## src/rtl/uart_irq_pkg.sv

```systemverilog
package uart_irq_pkg;
  localparam int NUM_SRC = 4;
  localparam int DATA_W  = 32;
  localparam int ADDR_W  = 8;

  localparam int OFF_PEND = 'h00;
  localparam int OFF_MASK = 'h04;
  localparam int OFF_TEST = 'h08;

  typedef enum int {
    SRC_TX_LEVEL = 0,
    SRC_RX_LEVEL = 1,
    SRC_TX_DRAIN = 2,
    SRC_RX_OVRUN = 3
  } src_idx_e;

  // One pending bit: clear on request, set dominates.
  function automatic logic pend_next(logic cur, logic clr, logic set);
    return (cur & ~clr) | set;
  endfunction

  // Line level for one source.
  function automatic logic line_level(logic pend, logic mask);
    return pend & mask;
  endfunction
endpackage

```

## src/rtl/uart_irq_decode.sv

```systemverilog
module uart_irq_decode
  import uart_irq_pkg::*;
#(
  parameter int AW = ADDR_W
) (
  input  logic          wr_en,
  input  logic          rd_en,
  input  logic [AW-1:0] addr,
  output logic          wr_pend,
  output logic          wr_mask,
  output logic          wr_test,
  output logic          rd_pend,
  output logic          rd_mask,
  output logic          hit_any
);
  logic at_pend, at_mask, at_test;

  assign at_pend = (addr == AW'(OFF_PEND));
  assign at_mask = (addr == AW'(OFF_MASK));
  assign at_test = (addr == AW'(OFF_TEST));
  assign hit_any = at_pend | at_mask | at_test;

  assign wr_pend = wr_en & at_pend;
  assign wr_mask = wr_en & at_mask;
  assign wr_test = wr_en & at_test;
  assign rd_pend = rd_en & at_pend;
  assign rd_mask = rd_en & at_mask;
endmodule

```

## src/rtl/uart_irq_pend_cell.sv

```systemverilog
module uart_irq_pend_cell
  import uart_irq_pkg::*;
(
  input  logic clk,
  input  logic rst_n,
  input  logic set_hw,
  input  logic set_sw,
  input  logic clr_sw,
  output logic q
);
  always_ff @(posedge clk) begin
    if (!rst_n) q <= 1'b0;
    else        q <= pend_next(q, clr_sw, set_hw | set_sw);
  end
endmodule

```

## src/rtl/uart_irq_out_stage.sv

```systemverilog
module uart_irq_out_stage
  import uart_irq_pkg::*;
#(
  parameter int N = NUM_SRC
) (
  input  logic         clk,
  input  logic         rst_n,
  input  logic [N-1:0] pend,
  input  logic [N-1:0] mask,
  output logic [N-1:0] line
);
  for (genvar i = 0; i < N; i++) begin : g_line
    always_ff @(posedge clk) begin
      if (!rst_n) line[i] <= 1'b0;
      else        line[i] <= line_level(pend[i], mask[i]);
    end
  end
endmodule

```

## src/rtl/uart_irq_bank.sv

```systemverilog
module uart_irq_bank
  import uart_irq_pkg::*;
#(
  parameter int NSRC = NUM_SRC,
  parameter int DW   = DATA_W,
  parameter int AW   = ADDR_W
) (
  input  logic            clk,
  input  logic            rst_n,
  input  logic [NSRC-1:0] evt_i,
  input  logic            wr_en,
  input  logic            rd_en,
  input  logic [AW-1:0]   addr,
  input  logic [DW-1:0]   wdata,
  output logic [DW-1:0]   rdata,
  output logic [NSRC-1:0] irq_o
);
  logic            wr_pend, wr_mask, wr_test, rd_pend, rd_mask, hit_any;
  logic [NSRC-1:0] pend_q, mask_q;
  logic [NSRC-1:0] wlow;
  logic [DW-1:0]   rd_val;
  logic            unused_whigh;

  assign wlow         = wdata[NSRC-1:0];
  assign unused_whigh = ^wdata[DW-1:NSRC];

  uart_irq_decode #(.AW(AW)) u_dec (
    .wr_en   (wr_en),
    .rd_en   (rd_en),
    .addr    (addr),
    .wr_pend (wr_pend),
    .wr_mask (wr_mask),
    .wr_test (wr_test),
    .rd_pend (rd_pend),
    .rd_mask (rd_mask),
    .hit_any (hit_any)
  );

  for (genvar i = 0; i < NSRC; i++) begin : g_pend
    uart_irq_pend_cell u_cell (
      .clk    (clk),
      .rst_n  (rst_n),
      .set_hw (evt_i[i]),
      .set_sw (wr_test & wlow[i]),
      .clr_sw (wr_pend & wlow[i]),
      .q      (pend_q[i])
    );
  end

  always_ff @(posedge clk) begin
    if (!rst_n)       mask_q <= '0;
    else if (wr_mask) mask_q <= wlow;
  end

  always_comb begin
    rd_val = '0;
    if (rd_pend)      rd_val[NSRC-1:0] = pend_q;
    else if (rd_mask) rd_val[NSRC-1:0] = mask_q;
  end

  always_ff @(posedge clk) begin
    if (!rst_n) rdata <= '0;
    else        rdata <= rd_val;
  end

  uart_irq_out_stage #(.N(NSRC)) u_out (
    .clk   (clk),
    .rst_n (rst_n),
    .pend  (pend_q),
    .mask  (mask_q),
    .line  (irq_o)
  );
endmodule

```

## config.mk

```make
export PLATFORM = sky130hd
export DESIGN_NAME = uart_irq_bank
export DESIGN_NICKNAME = d
export VERILOG_FILES = /design/src/rtl/uart_irq_pkg.sv /design/src/rtl/uart_irq_decode.sv /design/src/rtl/uart_irq_pend_cell.sv /design/src/rtl/uart_irq_out_stage.sv /design/src/rtl/uart_irq_bank.sv
export SDC_FILE = /design/constraint.sdc
export NUM_CORES = 1
export LEC_CHECK = 0
export BUFFER_PORTS_ARGS = -buffer_cell sky130_fd_sc_hd__clkbuf_2
export CELL_PAD_IN_SITES_DETAIL_PLACEMENT = 1
export CELL_PAD_IN_SITES_GLOBAL_PLACEMENT = 1
export CORE_MARGIN = 2
export CORE_UTILIZATION = 21
export CTS_CLUSTER_SIZE = 14
export DETAILED_ROUTE_END_ITERATION = 6
export PLACE_DENSITY = 0.76
export SLEW_MARGIN = 10
export SYNTH_ARGS = -nofsm -noshare
export SYNTH_HDL_FRONTEND = slang
export SYNTH_SLANG_ARGS = --single-unit
```

## constraint.sdc

```tcl
create_clock -name clk -period 1.3 [get_ports clk]
set_input_delay 0.26 -clock clk [delete_from_list [all_inputs] [get_ports clk]]
set_output_delay 0.26 -clock clk [all_outputs]
set_load 0.1 [all_outputs]
```

# Word level (Yosys, flattened, before mapping)
# Cells that the tools add are included.
[op_classes]
eq_ne = 2
muxes = 2
bitwise = 33
n_reduce_logical = 1
[ops]
columns = ["operator", "count"]
rows = [
  ["$and 1x1->1", 21],
  ["$eq 8x3->1 const B", 1],
  ["$eq 8x4->1 const B", 1],
  ["$logic_not 8->1", 1],
  ["$mux 4", 2],
  ["$or 1x1->1", 8],
  ["$not 1->1", 4],
]
[totals]
regBits = 44
input_bits = 48
elab_cells = 49

# Depth between registers and ports, before layout
# Gate-level depths: netlist (run 1).
[depth]
word_depth = 6
depth_mapped = 4
depth_no_buf = 3

# Cells and area by module
# Synthesis (run 1) repeated with hierarchy kept, for this count alone.
[hier_totals]
hier_cells = 101
hier_area_um2 = 920.9
[modules_own_cells]
columns = ["module", "instances", "cells_each", "area_per_inst_um2", "seq_area_each_um2"]
rows = [
  ["uart_irq_bank", 1, 67, 578.1, 160.2],
  ["uart_irq_pend_cell", 4, 3, 35.0, 20.0],
  ["uart_irq_out_stage", 1, 8, 105.1, 80.1],
  ["uart_irq_decode", 1, 14, 97.6, 0.0],
]

# Worst setup path after synthesis (run 1)
# Ideal clock, no wire load.
[synth_timing]
path_type = "input port to flip-flop"
start = "in addr[5]"
end = "reg g_pend[0].u_cell.q"
arrival_ns = 1.321
slack_ns = -0.080
cell_stages = 4
path_buffers = 1
path_cell_list = "or4_1 > buf_2 > nor4_1 > o31a_1"
[synth_between]
elab_chain_cells = 6
word_cells_on_any_way = 10
cone_classes = "eq/ne (1); bitwise (8); reduce/logical (1)"
[synth_lines]
columns = ["item", "line_no", "rtl"]
rows = [
  ["start, declared", "uart_irq_bank.sv:13", "input logic [AW-1:0] addr,"],
  ["$logic_not 8->1", "uart_irq_decode.sv:18", "assign at_pend = (addr == AW'(OFF_PEND));"],
  ["$and 1x1->1", "uart_irq_decode.sv:23", "assign wr_pend = wr_en & at_pend;"],
  ["$and 1x1->1", "uart_irq_bank.sv:45", ".clr_sw (wr_pend & wlow[i]),"],
  ["$not 1->1", "uart_irq_pkg.sv:19", "return (cur & ~clr) | set;"],
  ["$and 1x1->1", "uart_irq_pkg.sv:19", ""],
  ["$or 1x1->1 (*)", "uart_irq_pkg.sv:19", ""],
  ["end signal, assigned", "uart_irq_pend_cell.sv:13", "else q <= pend_next(q, clr_sw, set_hw | set_sw);"],
  ["end, declared", "uart_irq_pend_cell.sv:9", "output logic q"],
]
# Every way passes the cells marked *; elsewhere a longest branch is shown, timed or not.
# A chain may end at the register's enable or synchronous reset.

# Worst setup path after layout (run 1)
[layout_timing]
start = "in addr[5]"
end = "reg g_pend[1].u_cell.q"
[layout_between]
elab_chain_cells = 6
word_cells_on_any_way = 10
cone_classes = "eq/ne (1); bitwise (8); reduce/logical (1)"
[layout_lines]
columns = ["item", "line_no"]
rows = [
  ["$logic_not 8->1", "uart_irq_decode.sv:18"],
  ["$and 1x1->1", "uart_irq_decode.sv:23"],
  ["$and 1x1->1", "uart_irq_bank.sv:45"],
  ["$not 1->1", "uart_irq_pkg.sv:19"],
  ["$and 1x1->1", "uart_irq_pkg.sv:19"],
  ["$or 1x1->1 (*)", "uart_irq_pkg.sv:19"],
  ["end signal, assigned", "uart_irq_pend_cell.sv:13"],
  ["end, declared", "uart_irq_pend_cell.sv:9"],
]
# Marks and branches as above.

==> results of run 1 <==
[kinds of logic after synthesis]
family | synth area share
compound gates | 0.133
buf+inv | 0.268
flops | 0.355
mux | 0.0444
other cells | 0.00416
simple gates | 0.196
[final timing paths]
path	startpoint	depth (start not counted)	to
worst max-delay path	addr[5]	6	g_pend[1].u_cell.q$_SDFF_PN0_
worst min register to register	mask_q[3]$_SDFFE_PN0P_	2	mask_q[3]$_SDFFE_PN0P_
worst min-delay path	evt_i[2]	2	g_pend[2].u_cell.q$_SDFF_PN0_
worst max register to register	g_pend[1].u_cell.q$_SDFF_PN0_	3	g_pend[1].u_cell.q$_SDFF_PN0_
[worst reg2reg max path: cells and delay by family (launching register included)]
kind	cells	cell delay [ns]
AO/OA/AOI/OAI	2	0.30
buffers and inverters	1	0.06
flip-flops	1	0.33
[state kept, by name, indices dropped and copies added (netlist names)]
| register | count |
|---|---|
| rdata | 4 |
| u_out.line | 4 |
| mask_q | 4 |
| g_pend.u_cell.q | 4 |
[placed cells by master (no fill, tap or decap), drive strengths merged]
cell	instances
or3	1
and3	4
o31ai	4
nor3	1
clkbuf	22
a41oi	4
or2	1
nor2b	1
nor2	4
mux2i	4
o31a	4
inv	5
nand2	5
nand2b	1
and2	1
a21oi	4
buf	15
or4	1
nor4	5
conb	28
nand4	5
dfxtp	16
[metrics by stage]
| step | setup slack, ns | utilization | instance area, um2 | hold slack (ns) | cells |
|---|---|---|---|---|---|
| final | 0.100 | 0.297 | 1200 | 0.233 | 186 |
| after global routing | 0.0218 | 0.297 | 1200 | 0.238 | 186 |
| after CTS | 0.0903 | 0.297 | 1200 | 0.230 | 186 |
| after detailed placement | -0.175 | 0.287 | 1160 | 0.482 | 183 |
| after global placement | -0.127 | 0.287 | 1160 | 0.469 | 183 |
| after floorplan | -0.0326 | - | 1020 | 0.396 | 130 |
[area by class of cell]
type | count | area [um2]
multi-input combinational | 78 | 454
clock buffer | 3 | 41.3
inverter | 5 | 18.8
fill | 480 | 2850
timing repair buffer | 34 | 308
tap | 50 | 62.6
sequential | 16 | 320
[routing by layer]
metal  GRT usage  vias to the layer above  wire, um
met5           0                        -         0
met4      0.0523                        0        46
met3      0.0262                        4       199
met2       0.147                       41       974
met1       0.101                      351       835
li1            -                      376         -
[where the power goes]
group | internal, mW | switching, mW | leakage, nW
registers | 0.500 | 0.00734 | 0.130
clock network | 0.205 | 0.152 | 0.0216
logic | 0.0579 | 0.414 | 0.389
total | 0.763 | 0.573 | 0.541
==> flow_summary.json, run 1 <==
{
  "status": "complete, no violations",
  "synth.yosys.seq_area_share": 0.355,
  "cts.sinks": 16,
  "ys_ff_latch": 16,
  "cp_slowest_cell": "nor4_4",
  "synth.top_cell.area_share": 0.355,
  "path_clk_slew_ns": 0.06,
  "ys_top_cells_by_count": "buf_4, dfxtp_1, inv_1, nand2_1, nand4_1",
  "cts-resized-gates": 0,
  "overflow": 0,
  "cp_top_family": "buffers and inverters",
  "post_drt_via_cell_ratio": 4.15,
  "setup_viol": 0,
  "ant_nets": 0,
  "io_buffers": 27,
  "grt_pass1_vias": 779,
  "worstPathRequired_ns": 1.43,
  "insertion_delay_ns": 0.24,
  "grt_max_degree": 11,
  "drt_iter0_markers": 33,
  "grt.total_usage": 0.0892,
  "die_w_um": 69.5,
  "num_vias": 772,
  "regToRegSetupSlack_ns": 0.49,
  "hold_viol_final": 0,
  "clock-root-buffer": "clkbuf_8",
  "htreeDepth": 1,
  "grt_pass1_wl_mm": 3.37,
  "period_minus_slack_ns": 1.20,
  "cts_hold_buf": 0,
  "synthToLayoutAreaGrowth_pct": 33.6,
  "cp_num_buf_inv": 3,
  "tns_ns": 0,
  "cts_max_path_buffers": 2,
  "synthCells": 103,
  "die_y_um": 69.5,
  "routed_wirelength_mm": 2.06,
  "clock_skew_ns": 0.000422,
  "drc_errors": 0,
  "cp_data_arrival_time_ns": 1.33,
  "io_pins": 84,
  "rsz0062_at_grt": "false",
  "start_util": 0.222,
  "core_um2": 4060,
  "die_area_um2": 4840,
  "end_kind": "flop",
  "antenna_cells": 0,
  "post-route-period-util": 0.923,
  "final-max-slew-violation-count": 0,
  "worstPathMaxFanout": 9,
  "hp-class": "input pin to flop",
  "rows": 23,
  "synth_most_common_cell": "buf_4",
  "slowest_delay_ns": 0.26,
  "wl_per_cell_um": 11.0,
  "cts_tree": "built",
  "gp_congestion": 0.809,
  "synth_top_area_cell": "dfxtp_1",
  "antenna_found_initial": 0,
  "nNetsFinal": 186,
  "drtPass1Iterations": 4,
  "ys_async_sr_fraction": 0,
  "peakVddDrop_v": 0.000329,
  "clock.fmax_mhz": 834,
  "p_per_area_nw_per_um2": 1110,
  "maxCapViolCount": 0,
  "synth.distinct_cells": 24,
  "start_kind": "input pin",
  "synth_edf_count": 0,
  "path_cells": "clkbuf_2 -> buf_4 -> nor4_4 -> buf_4 -> a41oi_1 -> o31a_1",
  "synthTopCellsByArea": "dfxtp_1, buf_4, mux2i_1",
  "path_class": "input pin to flop",
  "syn_area_um2": 902,
  "ys.flop_type": "dfxtp_1",
  "drive_gt1_frac": 0.301,
  "crit_top_cell": "buf_4",
  "post_cts_buffers": 0,
  "dp_hpwl_mm": 1.76,
  "p_leak_nw": 0.541,
  "cts_made_buffers": 3,
  "finalPower_mw": 1.34,
  "syn_avg_cell_area_um2": 8.76,
  "synth_warnings": 0
}
No activity file was read; power rests on OpenSTA's default activity.
==> run 2, diff against run 1 <==
CELL_PAD_IN_SITES_GLOBAL_PLACEMENT = 2   (was 1)
CORE_UTILIZATION = 16   (was 21)
PLACE_DENSITY = 0.77   (was 0.76)
==> flow_summary.json, run 2 (synthesis results as in run 1) <==
{
  "insertion_delay_ns": 0.25,
  "postPlaceCellArea_um2": 1200,
  "cts-resized-gates": 0,
  "worst_slack_ns": 0.121,
  "gp_congestion": 0.759,
  "die_area_um2": 6260,
  "maxCapViolCount": 0,
  "finalNonFillerCells": 210,
  "status": "complete, no violations",
  "crit_cells": 4,
  "grt_max_degree": 11,
  "start_util": 0.165,
  "post_drt_via_cell_ratio": 3.67,
  "p_leak_nw": 0.553,
  "endpoint": "mask_q[2]$_SDFFE_PN0P_",
  "clock_skew_ns": 0.00574,
  "grt.total_usage": 0.0795,
  "path_clk_slew_ns": 0.06,
  "core_um2": 5470,
  "post-route-period-util": 0.907,
  "slowest_delay_ns": 0.58,
  "antenna_cells": 0,
  "cp_top_family": "simple AND/OR/NAND/NOR gates",
  "drive_gt1_frac": 0.312,
  "htreeDepth": 1,
  "wl_per_cell_um": 11.0,
  "rr_worst_depth": 3,
  "overflow": 0,
  "num_vias": 771,
  "routed_wirelength_mm": 2.31,
  "hold_viol_final": 0,
  "hp-class": "input pin to flop",
  "rows": 27,
  "crit_path_start": "addr[4]",
  "end_kind": "flop",
  "period_minus_slack_ns": 1.18,
  "setup_viol": 0,
  "drt_iter0_markers": 19,
  "dp_hpwl_mm": 1.96,
  "cts_max_path_buffers": 2,
  "cp_data_arrival_time_ns": 1.31,
  "cp_num_buf_inv": 1,
  "cts.sinks": 16,
  "start_kind": "input pin",
  "r2r_start": "g_pend[2].u_cell.q$_SDFF_PN0_",
  "die_y_um": 79.1,
  "worstPathMaxFanout": 8,
  "grt_pass1_vias": 823,
  "path_class": "input pin to flop",
  "finalPower_mw": 1.41,
  "antenna_found_initial": 0,
  "final_cell_mix": "conb_1, clkbuf_2, dfxtp_1",
  "synthToLayoutAreaGrowth_pct": 39.0,
  "worstPathRequired_ns": 1.43,
  "p_per_area_nw_per_um2": 1130,
  "io_buffers": 27,
  "io_pins": 84,
  "peakVddDrop_v": 0.000415,
  "cts_made_buffers": 3,
  "path_cells": "clkbuf_2 -> or4_4 -> o31ai_1 -> a21oi_1",
  "post_cts_buffers": 0,
  "rsz0062_at_grt": "false",
  "nNetsFinal": 187,
  "fillCellCount": 671,
  "drc_errors": 0,
  "cts_tree": "built",
  "hold_path_depth": 2,
  "place_inst": 206,
  "fin_area_um2": 1250,
  "grt_pass1_wl_mm": 3.86,
  "fin_util": 0.229,
  "ant_nets": 0,
  "die_w_um": 79.1,
  "regToRegSetupSlack_ns": 0.51,
  "final-max-slew-violation-count": 0,
  "drtPass1Iterations": 4,
  "clock-root-buffer": "clkbuf_8",
  "place_ws_ns": -0.154,
  "cts_hold_buf": 0,
  "hold_start": "evt_i[3]",
  "clock.fmax_mhz": 848,
  "cp_slowest_cell": "or4_4",
  "timing.rr.end": "g_pend[2].u_cell.q$_SDFF_PN0_",
  "final_common_cell": "conb_1"
}
run 2: changes by cell type in the layout (fill, tap and decap cells not counted), sizes merged:
cell / change
buf: +1
clkbuf: +1
run 2: cell type report:
| type | instances | area (um2) | share of cell area |
|---|---|---|---|
| repair buffers | 35 | 315 | 0.251 |
| clock buffers | 4 | 55.1 | 0.0439 |
| multi-input cells | 78 | 454 | 0.362 |
| well taps | 72 | 90.1 | 0.0719 |
| inverters | 5 | 18.8 | 0.0150 |
| flip-flops and latches | 16 | 320 | 0.255 |
run 2: routing by layer:
layer	vias to the layer above	wire, um	track usage
li1	380	-	-
met1	351	968	0.0937
met2	38	1090	0.134
met3	2	230	0.0386
met4	0	14	0.0103
met5	-	0	0
run 2: metrics by stage:
step / TNS [ns] / hold slack (ns)
finish: 0 / 0.232
global route: 0 / 0.224
CTS: 0 / 0.231
detailed placement: -1.25 / 0.481
global placement: -0.931 / 0.485
floorplan: -0.0979 / 0.396
run 2: worst min-delay path by stage:
stage / end / slack, ns
after floorplan: g_pend[0].u_cell.q$_SDFF_PN0_ / 0.40
after global placement: g_pend[1].u_cell.q$_SDFF_PN0_ / 0.49
after detailed placement: mask_q[3]$_SDFFE_PN0P_ / 0.48
after CTS: g_pend[3].u_cell.q$_SDFF_PN0_ / 0.23
after global routing: g_pend[3].u_cell.q$_SDFF_PN0_ / 0.22
final: g_pend[3].u_cell.q$_SDFF_PN0_ / 0.23
run 2: worst reg2reg max path, cell delays in order (launching register included):
cell	delay, ns
dfxtp_1	0.34
inv_1	0.06
a41oi_1	0.04
o31a_1	0.25
run 2: report_power, final:
group / switching, mW / internal [mW]
registers: 0.00789 / 0.500
logic: 0.416 / 0.0597
clock network: 0.162 / 0.268
total: 0.585 / 0.827
==> run 3, diff against run 2 <==
CORE_MARGIN = 8   (was 2)
SLEW_MARGIN = unset   (was 10)
==> flow_summary.json, run 3 (synthesis results as in run 1) <==
{
  "cp_top_family": "simple AND/OR/NAND/NOR gates",
  "post_drt_via_cell_ratio": 3.64,
  "overflow": 0,
  "die_area_um2": 8300,
  "drtPass1Iterations": 4,
  "core_um2": 5470,
  "cts-resized-gates": 0,
  "worstPathMaxFanout": 8,
  "synthToLayoutAreaGrowth_pct": 38.1,
  "post_cts_buffers": 0,
  "clock.fmax_mhz": 842,
  "cts_hold_buf": 0,
  "p_leak_nw": 0.548,
  "grt_max_degree": 11,
  "ant_nets": 0,
  "num_vias": 760,
  "nNetsFinal": 186,
  "setup_viol": 0,
  "grt_pass1_vias": 866,
  "io_buffers": 27,
  "p_per_area_nw_per_um2": 1140,
  "antenna_found_initial": 0,
  "fin_util": 0.228,
  "peakVddDrop_v": 0.000321,
  "path_class": "input pin to flop",
  "start_kind": "input pin",
  "cp_data_arrival_time_ns": 1.32,
  "whs_ns": 0.230,
  "clock-root-buffer": "clkbuf_8",
  "final_cell_mix": "conb_1, clkbuf_2, dfxtp_1",
  "hold_viol_final": 0,
  "dp_hpwl_mm": 2.13,
  "start_util": 0.165,
  "insertion_delay_ns": 0.25,
  "cp_slowest_cell": "or4_4",
  "cts_made_buffers": 3,
  "gp_congestion": 0.753,
  "drive_gt1_frac": 0.307,
  "cp_num_buf_inv": 1,
  "antenna_cells": 0,
  "wl_per_cell_um": 11.8,
  "path_clk_slew_ns": 0.07,
  "cts.sinks": 16,
  "drt_iter0_markers": 56,
  "cts_max_path_buffers": 2,
  "die_w_um": 91.1,
  "tns_ns": 0,
  "routed_wirelength_mm": 2.47,
  "hp-class": "input pin to flop",
  "io_pins": 84,
  "final_common_cell": "conb_1",
  "rows": 27,
  "cts_tree": "built",
  "htreeDepth": 1,
  "status": "complete, no violations",
  "slowest_delay_ns": 0.58,
  "period_minus_slack_ns": 1.19,
  "worstPathRequired_ns": 1.43,
  "maxCapViolCount": 0,
  "drc_errors": 0,
  "grt.total_usage": 0.0629,
  "post-route-period-util": 0.914,
  "final-max-slew-violation-count": 0,
  "die_y_um": 91.1,
  "end_kind": "flop",
  "clock_skew_ns": 0.00769,
  "rsz0062_at_grt": "false",
  "path_cells": "clkbuf_2 -> or4_4 -> o31ai_1 -> a21oi_1",
  "grt_pass1_wl_mm": 4.25
}
## run 3: where the power goes
| part | total, mW | switching, mW | internal (mW) |
|---|---|---|---|
| logic | 0.474 | 0.416 | 0.0578 |
| registers | 0.507 | 0.00770 | 0.500 |
| clock network | 0.436 | 0.167 | 0.269 |
## run 3: final cells by class
class                      count  area [um2]
fill                         669        4230
clock buffer                   4        55.1
inverter                       5        18.8
timing repair buffer          34         308
sequential                    16         320
tap                           72        90.1
multi-input combinational     78         454
## run 3: worst paths after layout
kind	endpoint	slack [ns]	startpoint	cells past startpoint
max	mask_q[1]$_SDFFE_PN0P_	0.11	addr[4]	4
min	g_pend[0].u_cell.q$_SDFF_PN0_	0.23	evt_i[0]	2
max reg2reg	g_pend[1].u_cell.q$_SDFF_PN0_	0.51	g_pend[1].u_cell.q$_SDFF_PN0_	3
min reg2reg	mask_q[3]$_SDFFE_PN0P_	0.49	mask_q[3]$_SDFFE_PN0P_	2
## run 3: routing by layer
metal | track usage | vias to the layer above | part of all wire
met1 | 0.0750 | 342 | 0.47
li1 | - | 377 | -
met2 | 0.0943 | 39 | 0.43
met4 | 0.0164 | 0 | 0.0069
met3 | 0.0362 | 2 | 0.090
met5 | 0 | - | 0
## run 3: stage by stage
step           setup slack (ns)  area [um2]  cells  power, mW
2_1_floorplan           -0.0326        1020    130      0.985
4_1_cts                  0.0928        1250    209       1.42
6_report                  0.112        1250    209       1.42
5_1_grt                  0.0406        1250    209       1.49
3_3_place_gp             -0.128        1190    205      0.987
3_5_place_dp             -0.158        1190    205      0.989
